## src/rtl/lockdet_pkg.sv

```systemverilog
// Shared types for the windowed lock detector.
package lockdet_pkg;

    // State of the edge-pairing timer.
    typedef enum logic [1:0] {
        PT_IDLE   = 2'd0,  // no pair open
        PT_WAIT   = 2'd1,  // leading edge seen, timing partner
        PT_ORPHAN = 2'd2   // pair timed out, late partner to be dropped
    } pair_state_e;

endpackage

```

## src/rtl/edge_pair_timer.sv

```systemverilog
// Pairs reference and feedback pulses and judges each pair against a window.
// Assumes one-cycle input pulses; a pulse on both inputs in one cycle is an
// error of zero. Verdicts are registered and appear one cycle after the
// deciding edge. A flush returns the timer to idle without a verdict.
module edge_pair_timer
    import lockdet_pkg::*;
#(
    parameter int WIN_W = 8
) (
    input  logic             clk,
    input  logic             rst_n,
    input  logic             flush,
    input  logic             ref_edge,
    input  logic             fb_edge,
    input  logic [WIN_W-1:0] win,
    output logic             ok_pulse,
    output logic             bad_pulse
);

    localparam logic [WIN_W-1:0] TMR_ONE = {{(WIN_W-1){1'b0}}, 1'b1};

    pair_state_e      st_q, st_d;
    logic             lead_ref_q, lead_ref_d;
    logic [WIN_W-1:0] tmr_q, tmr_d;
    logic             ok_d, bad_d;
    logic             leader, partner, in_win;

    // Select the leading and partner streams for the open pair.
    always_comb begin
        leader  = lead_ref_q ? ref_edge : fb_edge;
        partner = lead_ref_q ? fb_edge  : ref_edge;
        in_win  = (tmr_q <= win);
    end

    // Next-state logic of the pairing timer and its verdict.
    always_comb begin
        st_d       = st_q;
        lead_ref_d = lead_ref_q;
        tmr_d      = tmr_q;
        ok_d       = 1'b0;
        bad_d      = 1'b0;
        if (flush) begin
            st_d  = PT_IDLE;
            tmr_d = '0;
        end else begin
            unique case (st_q)
                PT_IDLE: begin
                    if (ref_edge && fb_edge) begin
                        ok_d = 1'b1;
                    end else if (ref_edge || fb_edge) begin
                        st_d       = PT_WAIT;
                        lead_ref_d = ref_edge;
                        tmr_d      = TMR_ONE;
                    end
                end
                PT_WAIT: begin
                    if (partner) begin
                        ok_d  = in_win;
                        bad_d = !in_win;
                        if (leader) begin
                            tmr_d = TMR_ONE;
                        end else begin
                            st_d = PT_IDLE;
                        end
                    end else if (leader) begin
                        bad_d = 1'b1;
                        tmr_d = TMR_ONE;
                    end else if (tmr_q >= win) begin
                        bad_d = 1'b1;
                        st_d  = PT_ORPHAN;
                    end else begin
                        tmr_d = tmr_q + 1'b1;
                    end
                end
                PT_ORPHAN: begin
                    if (leader) begin
                        st_d  = PT_WAIT;
                        tmr_d = TMR_ONE;
                    end else if (partner) begin
                        st_d = PT_IDLE;
                    end
                end
                default: begin
                    st_d = PT_IDLE;
                end
            endcase
        end
    end

    // State, timer and verdict registers.
    always_ff @(posedge clk) begin
        if (!rst_n) begin
            st_q       <= PT_IDLE;
            lead_ref_q <= 1'b0;
            tmr_q      <= '0;
            ok_pulse   <= 1'b0;
            bad_pulse  <= 1'b0;
        end else begin
            st_q       <= st_d;
            lead_ref_q <= lead_ref_d;
            tmr_q      <= tmr_d;
            ok_pulse   <= ok_d;
            bad_pulse  <= bad_d;
        end
    end

endmodule

```

## src/rtl/run_counter.sv

```systemverilog
// Saturating count of consecutive in-window verdicts.
// Clear has priority over step. Exposes the next value so that threshold
// logic can update on the same edge as the count.
module run_counter #(
    parameter int CNT_W = 14
) (
    input  logic             clk,
    input  logic             rst_n,
    input  logic             clear,
    input  logic             step,
    output logic [CNT_W-1:0] count,
    output logic [CNT_W-1:0] count_next
);

    localparam logic [CNT_W-1:0] CNT_MAX = {CNT_W{1'b1}};

    // Next value: clear, saturating increment, or hold.
    always_comb begin
        if (clear) begin
            count_next = '0;
        end else if (step && (count != CNT_MAX)) begin
            count_next = count + 1'b1;
        end else begin
            count_next = count;
        end
    end

    // Count register.
    always_ff @(posedge clk) begin
        if (!rst_n) begin
            count <= '0;
        end else begin
            count <= count_next;
        end
    end

endmodule

```

## src/rtl/lock_level_watch.sv

```systemverilog
// Registered level flag: high while the run is at or above a threshold.
// Assumes a zero threshold means one. Updates on the same edge as the count.
module lock_level_watch #(
    parameter int CNT_W = 14
) (
    input  logic             clk,
    input  logic             rst_n,
    input  logic [CNT_W-1:0] count_next,
    input  logic [CNT_W-1:0] thr,
    output logic             level
);

    logic [CNT_W-1:0] thr_eff;

    // Threshold with zero promoted to one.
    always_comb thr_eff = (thr == '0) ? CNT_W'(1) : thr;

    // Flag register tracking the next count.
    always_ff @(posedge clk) begin
        if (!rst_n) begin
            level <= 1'b0;
        end else begin
            level <= (count_next >= thr_eff);
        end
    end

endmodule

```

## src/rtl/hold_event_watch.sv

```systemverilog
// Registered one-cycle event when the run steps onto a threshold.
// Assumes the count moves by at most one per cycle, so "first reaches" means
// the next count equals the threshold while the current one does not.
module hold_event_watch #(
    parameter int CNT_W = 14
) (
    input  logic             clk,
    input  logic             rst_n,
    input  logic [CNT_W-1:0] count,
    input  logic [CNT_W-1:0] count_next,
    input  logic [CNT_W-1:0] thr,
    output logic             pulse
);

    logic [CNT_W-1:0] thr_eff;

    // Threshold with zero promoted to one.
    always_comb thr_eff = (thr == '0) ? CNT_W'(1) : thr;

    // Event register, high only on the arrival step.
    always_ff @(posedge clk) begin
        if (!rst_n) begin
            pulse <= 1'b0;
        end else begin
            pulse <= (count_next == thr_eff) && (count != thr_eff);
        end
    end

endmodule

```

## src/rtl/cfg_change_detect.sv

```systemverilog
// Flags any cycle whose configuration word differs from the previous cycle's.
// After reset the stored copy is zero, so a nonzero word flags once.
module cfg_change_detect #(
    parameter int CFG_W = 36
) (
    input  logic             clk,
    input  logic             rst_n,
    input  logic [CFG_W-1:0] cfg,
    output logic             changed
);

    logic [CFG_W-1:0] cfg_q;

    // Compare against last cycle's copy.
    always_comb changed = (cfg != cfg_q);

    // Keep last cycle's copy.
    always_ff @(posedge clk) begin
        if (!rst_n) begin
            cfg_q <= '0;
        end else begin
            cfg_q <= cfg;
        end
    end

endmodule

```

## src/rtl/pll_lock_window_det.sv

```systemverilog
// Windowed lock detector top. One pair timer feeds one run counter, which
// two threshold watchers read: a level lock flag and a one-cycle holdover
// event. A disable or a configuration change flushes the timer and counter.
// Assumes the edge inputs are one-cycle pulses synchronous to clk.
module pll_lock_window_det #(
    parameter int WIN_W = 8,
    parameter int CNT_W = 14
) (
    input  logic             clk,
    input  logic             rst_n,
    input  logic             en,
    input  logic [WIN_W-1:0] win_cfg,
    input  logic [CNT_W-1:0] lock_cfg,
    input  logic [CNT_W-1:0] hold_cfg,
    input  logic             ref_edge,
    input  logic             fb_edge,
    output logic             meas_ok,
    output logic             meas_bad,
    output logic [CNT_W-1:0] run_count,
    output logic             lock_flag,
    output logic             hold_exit
);

    localparam int CFG_W = WIN_W + 2 * CNT_W;

    logic             cfg_chg;
    logic             flush;
    logic [CNT_W-1:0] count_next;

    cfg_change_detect #(.CFG_W(CFG_W)) u_cfg (
        .clk     (clk),
        .rst_n   (rst_n),
        .cfg     ({win_cfg, lock_cfg, hold_cfg}),
        .changed (cfg_chg)
    );

    // Flush on disable or any configuration change.
    always_comb flush = !en || cfg_chg;

    edge_pair_timer #(.WIN_W(WIN_W)) u_timer (
        .clk       (clk),
        .rst_n     (rst_n),
        .flush     (flush),
        .ref_edge  (ref_edge),
        .fb_edge   (fb_edge),
        .win       (win_cfg),
        .ok_pulse  (meas_ok),
        .bad_pulse (meas_bad)
    );

    run_counter #(.CNT_W(CNT_W)) u_run (
        .clk        (clk),
        .rst_n      (rst_n),
        .clear      (flush || meas_bad),
        .step       (meas_ok),
        .count      (run_count),
        .count_next (count_next)
    );

    lock_level_watch #(.CNT_W(CNT_W)) u_lock (
        .clk        (clk),
        .rst_n      (rst_n),
        .count_next (count_next),
        .thr        (lock_cfg),
        .level      (lock_flag)
    );

    hold_event_watch #(.CNT_W(CNT_W)) u_hold (
        .clk        (clk),
        .rst_n      (rst_n),
        .count      (run_count),
        .count_next (count_next),
        .thr        (hold_cfg),
        .pulse      (hold_exit)
    );

endmodule

```

## config.mk

```make
export PLATFORM = sky130hd
export DESIGN_NAME = pll_lock_window_det
export DESIGN_NICKNAME = d
export VERILOG_FILES = /design/src/rtl/lockdet_pkg.sv /design/src/rtl/edge_pair_timer.sv /design/src/rtl/run_counter.sv /design/src/rtl/lock_level_watch.sv /design/src/rtl/hold_event_watch.sv /design/src/rtl/cfg_change_detect.sv /design/src/rtl/pll_lock_window_det.sv
export SDC_FILE = /design/constraint.sdc
export NUM_CORES = 1
export LEC_CHECK = 0
export ABC_AREA = 1
export BUFFER_PORTS_ARGS = -buffer_cell sky130_fd_sc_hd__buf_2
export CAP_MARGIN = 5
export CORE_ASPECT_RATIO = 0.8
export CORE_MARGIN = 5
export CORE_UTILIZATION = 55
export CTS_CLUSTER_SIZE = 40
export DETAILED_ROUTE_END_ITERATION = 10
export PLACE_DENSITY = 0.76
export SKIP_CTS_REPAIR_TIMING = 1
export SLEW_MARGIN = 5
export SYNTH_ARGS = -nofsm -noshare
export SYNTH_HDL_FRONTEND = slang
export SYNTH_HIERARCHICAL = 1
export SYNTH_SLANG_ARGS = --single-unit
export TNS_END_PERCENT = 10
```

## constraint.sdc

```tcl
create_clock -name clk -period 4.8 [get_ports clk]
set_input_delay 0.48 -clock clk [delete_from_list [all_inputs] [get_ports clk]]
set_output_delay 0.48 -clock clk [all_outputs]
set_load 0.02 [all_outputs]
```

==> key figures <==
Logic synthesis
  • Post-synth EDFFs: 0
  • Mux cell area share after synthesis: 0%
  • Simple-gate share of the synthesized area: 40.2%
  • Largest family of logic cells by synthesized area: simple AND/OR/NAND/NOR gates
  • Register area share after synthesis: 26.4%
  • Top_reg_cell synth: dfxtp_1
  • Synth Register Bits: 65
  • Post-synth top cells: 223 x nand2_1, 165 x inv_1, 65 x dfxtp_1, 58 x nor2_1, 32 x xnor2_1
  • Synth top area share: a little over a quarter
  • Net Count, Synth: about 830
  • Post-synthesis async set-or-reset flop share: 0%
  • Synth cell types: 38
  • Syn Inst Count: 764
  • YS warnings: 6
  • Post-Synthesis Cell Area: 4930 µm²
  • Synth top area cells: dfxtp_1 26%, nand2_1 17%, inv_1 13%
  • XOR/XNOR share of the synthesized area: around 6.6%
  • Most frequent cell after synthesis: nand2_1
  • Syn_area_per_cell: between 6 and 7 µm²
  • Adder-cell share of the synthesized area: 7.11%
  • Yosys top cell by area: dfxtp_1
  • Compound-gate portion of the synthesized area: 4.88%

Timing
  • Slew Viols, Final: 0
  • Setup TNS: 0 ns
  • Peak Freq: 0.334 GHz
  • Worst Max-Slew Pin Slew: 0.792 ns
  • Count of final hold-check violations: 0
  • RSZ-0062 raised after global routing: no
  • Post-route clock period utilization: 62.3%
  • Fin crit period: 2.99 ns
  • Final setup violating endpoints: 0
  • Normalized max-slew margin: between 40% and 50%
  • Layout Skew: 0.00867 ns

Flow run
  • Number of max-cap violations: 0

Floorplan
  • Core ar.: roughly 8600 µm²
  • Die area: 11000 µm²
  • Die Wd: 116 µm
  • Initial core utilization: between 50% and 60%
  • Chip height: 94.7 µm
  • IO Count: 59
  • Row Count: 30

Layout
  • Final nets: 893
  • Finished Core Util: 64.0%
  • Finished Cell Area: 5500 µm²
  • Area Overhead vs Synth: 11.7%
  • Layout cells sized above 1: 19.4%
  • ANT cells: 0
  • Cell Count, Final, Fillers Out: 940
  • # fillers: around 800

Route
  • Number of DRC markers in iteration 0: 299
  • Routed Antenna Nets: 0
  • Drc violations: 0
  • Total wire length: ~12000 µm
  • Via density: 5.04
  • Vias: 4734
  • WL/cell: 13.2 µm
  • Drt pass-1 iters: 4

Worst setup path
  • CP endpoint kind: register
  • WS Path Type: register to register
  • Reg2reg path depth: 20
  • Worst EP required: a little over 5 ns
  • Worst EP arrival: 3.24 ns
  • Startpoint types: register
  • Worst Path Max Fanout: 12

Power and ir drop
  • Int Pwr: about 920 µW
  • Pleak: 0.00294 µW
  • Flop pwr share: 45.9%
  • Gate power share: roughly 12%
  • Clock share of power: around two fifths
  • Worst IR Drop VDD: 209 µV
  • Switching pwr: approximately 310 µW
  • Cell Pwr Density: 223 nW/µm²
  • Pwr Total: 1230 µW
  • Switch share: 25.1%

Placed design
  • Area after DPL: 5290 µm²
  • IO Port Bufs: 58
  • Placed Cells: a little over 900
  • DP Wirelength: 9700 µm
  • Routability cong.: slightly above 0.9

Global routing
  • Global route overflow: 0
  • Largest net degree at the start of global routing: 42
  • Antenna violations before repair: 0
  • Global-route wire length before repair: 20900 µm
  • Number of global-route vias before repair: 4495
  • Total GRT Usage: 23.8%

Hold path
  • HP Class: primary input to register
  • Hold path depth: 3

Clocking
  • Clk_lat worst skew: 0.35 ns
  • CTS tree: yes
  • Worst-case clock buffer depth: 2
  • CTS Sinks: 65
  • Total CTS buffers: 9
  • Clock slew at reported path FFs: roughly 0.07 ns
  • Htree depth: 3
  • CTS root buf: clkbuf_8

Run status
  • Status: finished clean
[area by class of cell]
cell class	count	area (µm²)	share of cell area, %
clock buffers	12	145	2.64
clock inverters	3	65.1	1.18
inverters	176	663	12.1
flip-flops and latches	65	1300	23.6
well taps	112	140	2.55
repair buffers	58	290	5.28
multi-input cells	514	2900	52.7
[critical path: stages, from the launching register on]
cell and delay (ns):
dfxtp_1 0.31, xnor2_1 0.18, nand2_1 0.08, nor2_1 0.10
nand2_1 0.07, nor2_1 0.13, nand3_1 0.12, inv_1 0.11
nand3_2 0.10, inv_1 0.44, o21ai_1 0.18, nor2_1 0.25
ha_1 0.28, nand2_2 0.09, nor2_1 0.05, nand2_1 0.05
nand2_1 0.04, nor2_1 0.08, nand2_1 0.05, nor2_1 0.10
nor2_1 0.04
[metrics by stage]
stage / setup slack [ns] / hold WS, ns
2_1_floorplan: 2.41 / 0.461
3_3_place_gp: 1.61 / 0.477
3_5_place_dp: 1.55 / 0.482
4_1_cts: 1.83 / 0.341
5_1_grt: 1.54 / 0.344
6_report: 1.81 / 0.356
[registers in the layout (all words and copies together) (netlist names)]
register and cells:
u_hold/pulse 1, u_lock/level 1, u_timer/tmr_q 8, u_cfg/cfg_q 36
u_timer/ok_pulse 1, u_timer/st_q 2, u_run/count 14, u_timer/lead_ref_q 1
u_timer/bad_pulse 1
[logic make-up (layout without fill, tap and decap cells)]
family,Yosys count,count (layout)
compound gates,42,42
simple gates,407,407
flops,65,65
fa+ha+maj,28,28
xor+xnor,37,37
buf+inv,185,249
[cells in the final DEF, fill, tap and decap left out, types with 5 or more instances in the layout]
master | synthesis | routed
a21oi_1 | 19 | 19
buf_2 | 5 | 58
clkbuf_8 | 1 | 10
dfxtp_1 | 65 | 65
ha_1 | 28 | 28
inv_1 | 165 | 165
inv_2 | 10 | 10
nand2_1 | 223 | 223
nand2_2 | 8 | 8
nand3_1 | 29 | 29
nand3_2 | 30 | 30
nand4_1 | 10 | 10
nor2_1 | 58 | 58
nor2_2 | 23 | 23
nor3_1 | 7 | 7
o21ai_0 | 9 | 9
xnor2_1 | 32 | 32
xor2_1 | 5 | 5
[final timing paths]
kind | end | start | slack [ns]
worst max-delay path | u_lock/level | u_cfg/cfg_q[6] | 1.81
worst min-delay path | u_cfg/cfg_q[30] | win_cfg[2] | 0.36
worst max register to register | u_lock/level | u_cfg/cfg_q[6] | 1.81
worst min register to register | u_timer/tmr_q[7] | u_timer/tmr_q[7] | 0.49
[power groups by stage]
stage,Clock (µW),Sequential [µW],Combinational [µW]
5_1_grt,548,564,170
3_5_place_dp,0,575,149
3_3_place_gp,0,574,143
4_1_cts,524,563,150
2_1_floorplan,0,574,95.9
6_report,513,563,150
[per-layer routing]
layer	track usage (%)	wire length, µm
met1	31.9	5690
met2	38.6	5720
met3	4.74	868
met4	7.54	133
met5	0	0
No activity file was read; power rests on OpenSTA's default activity.
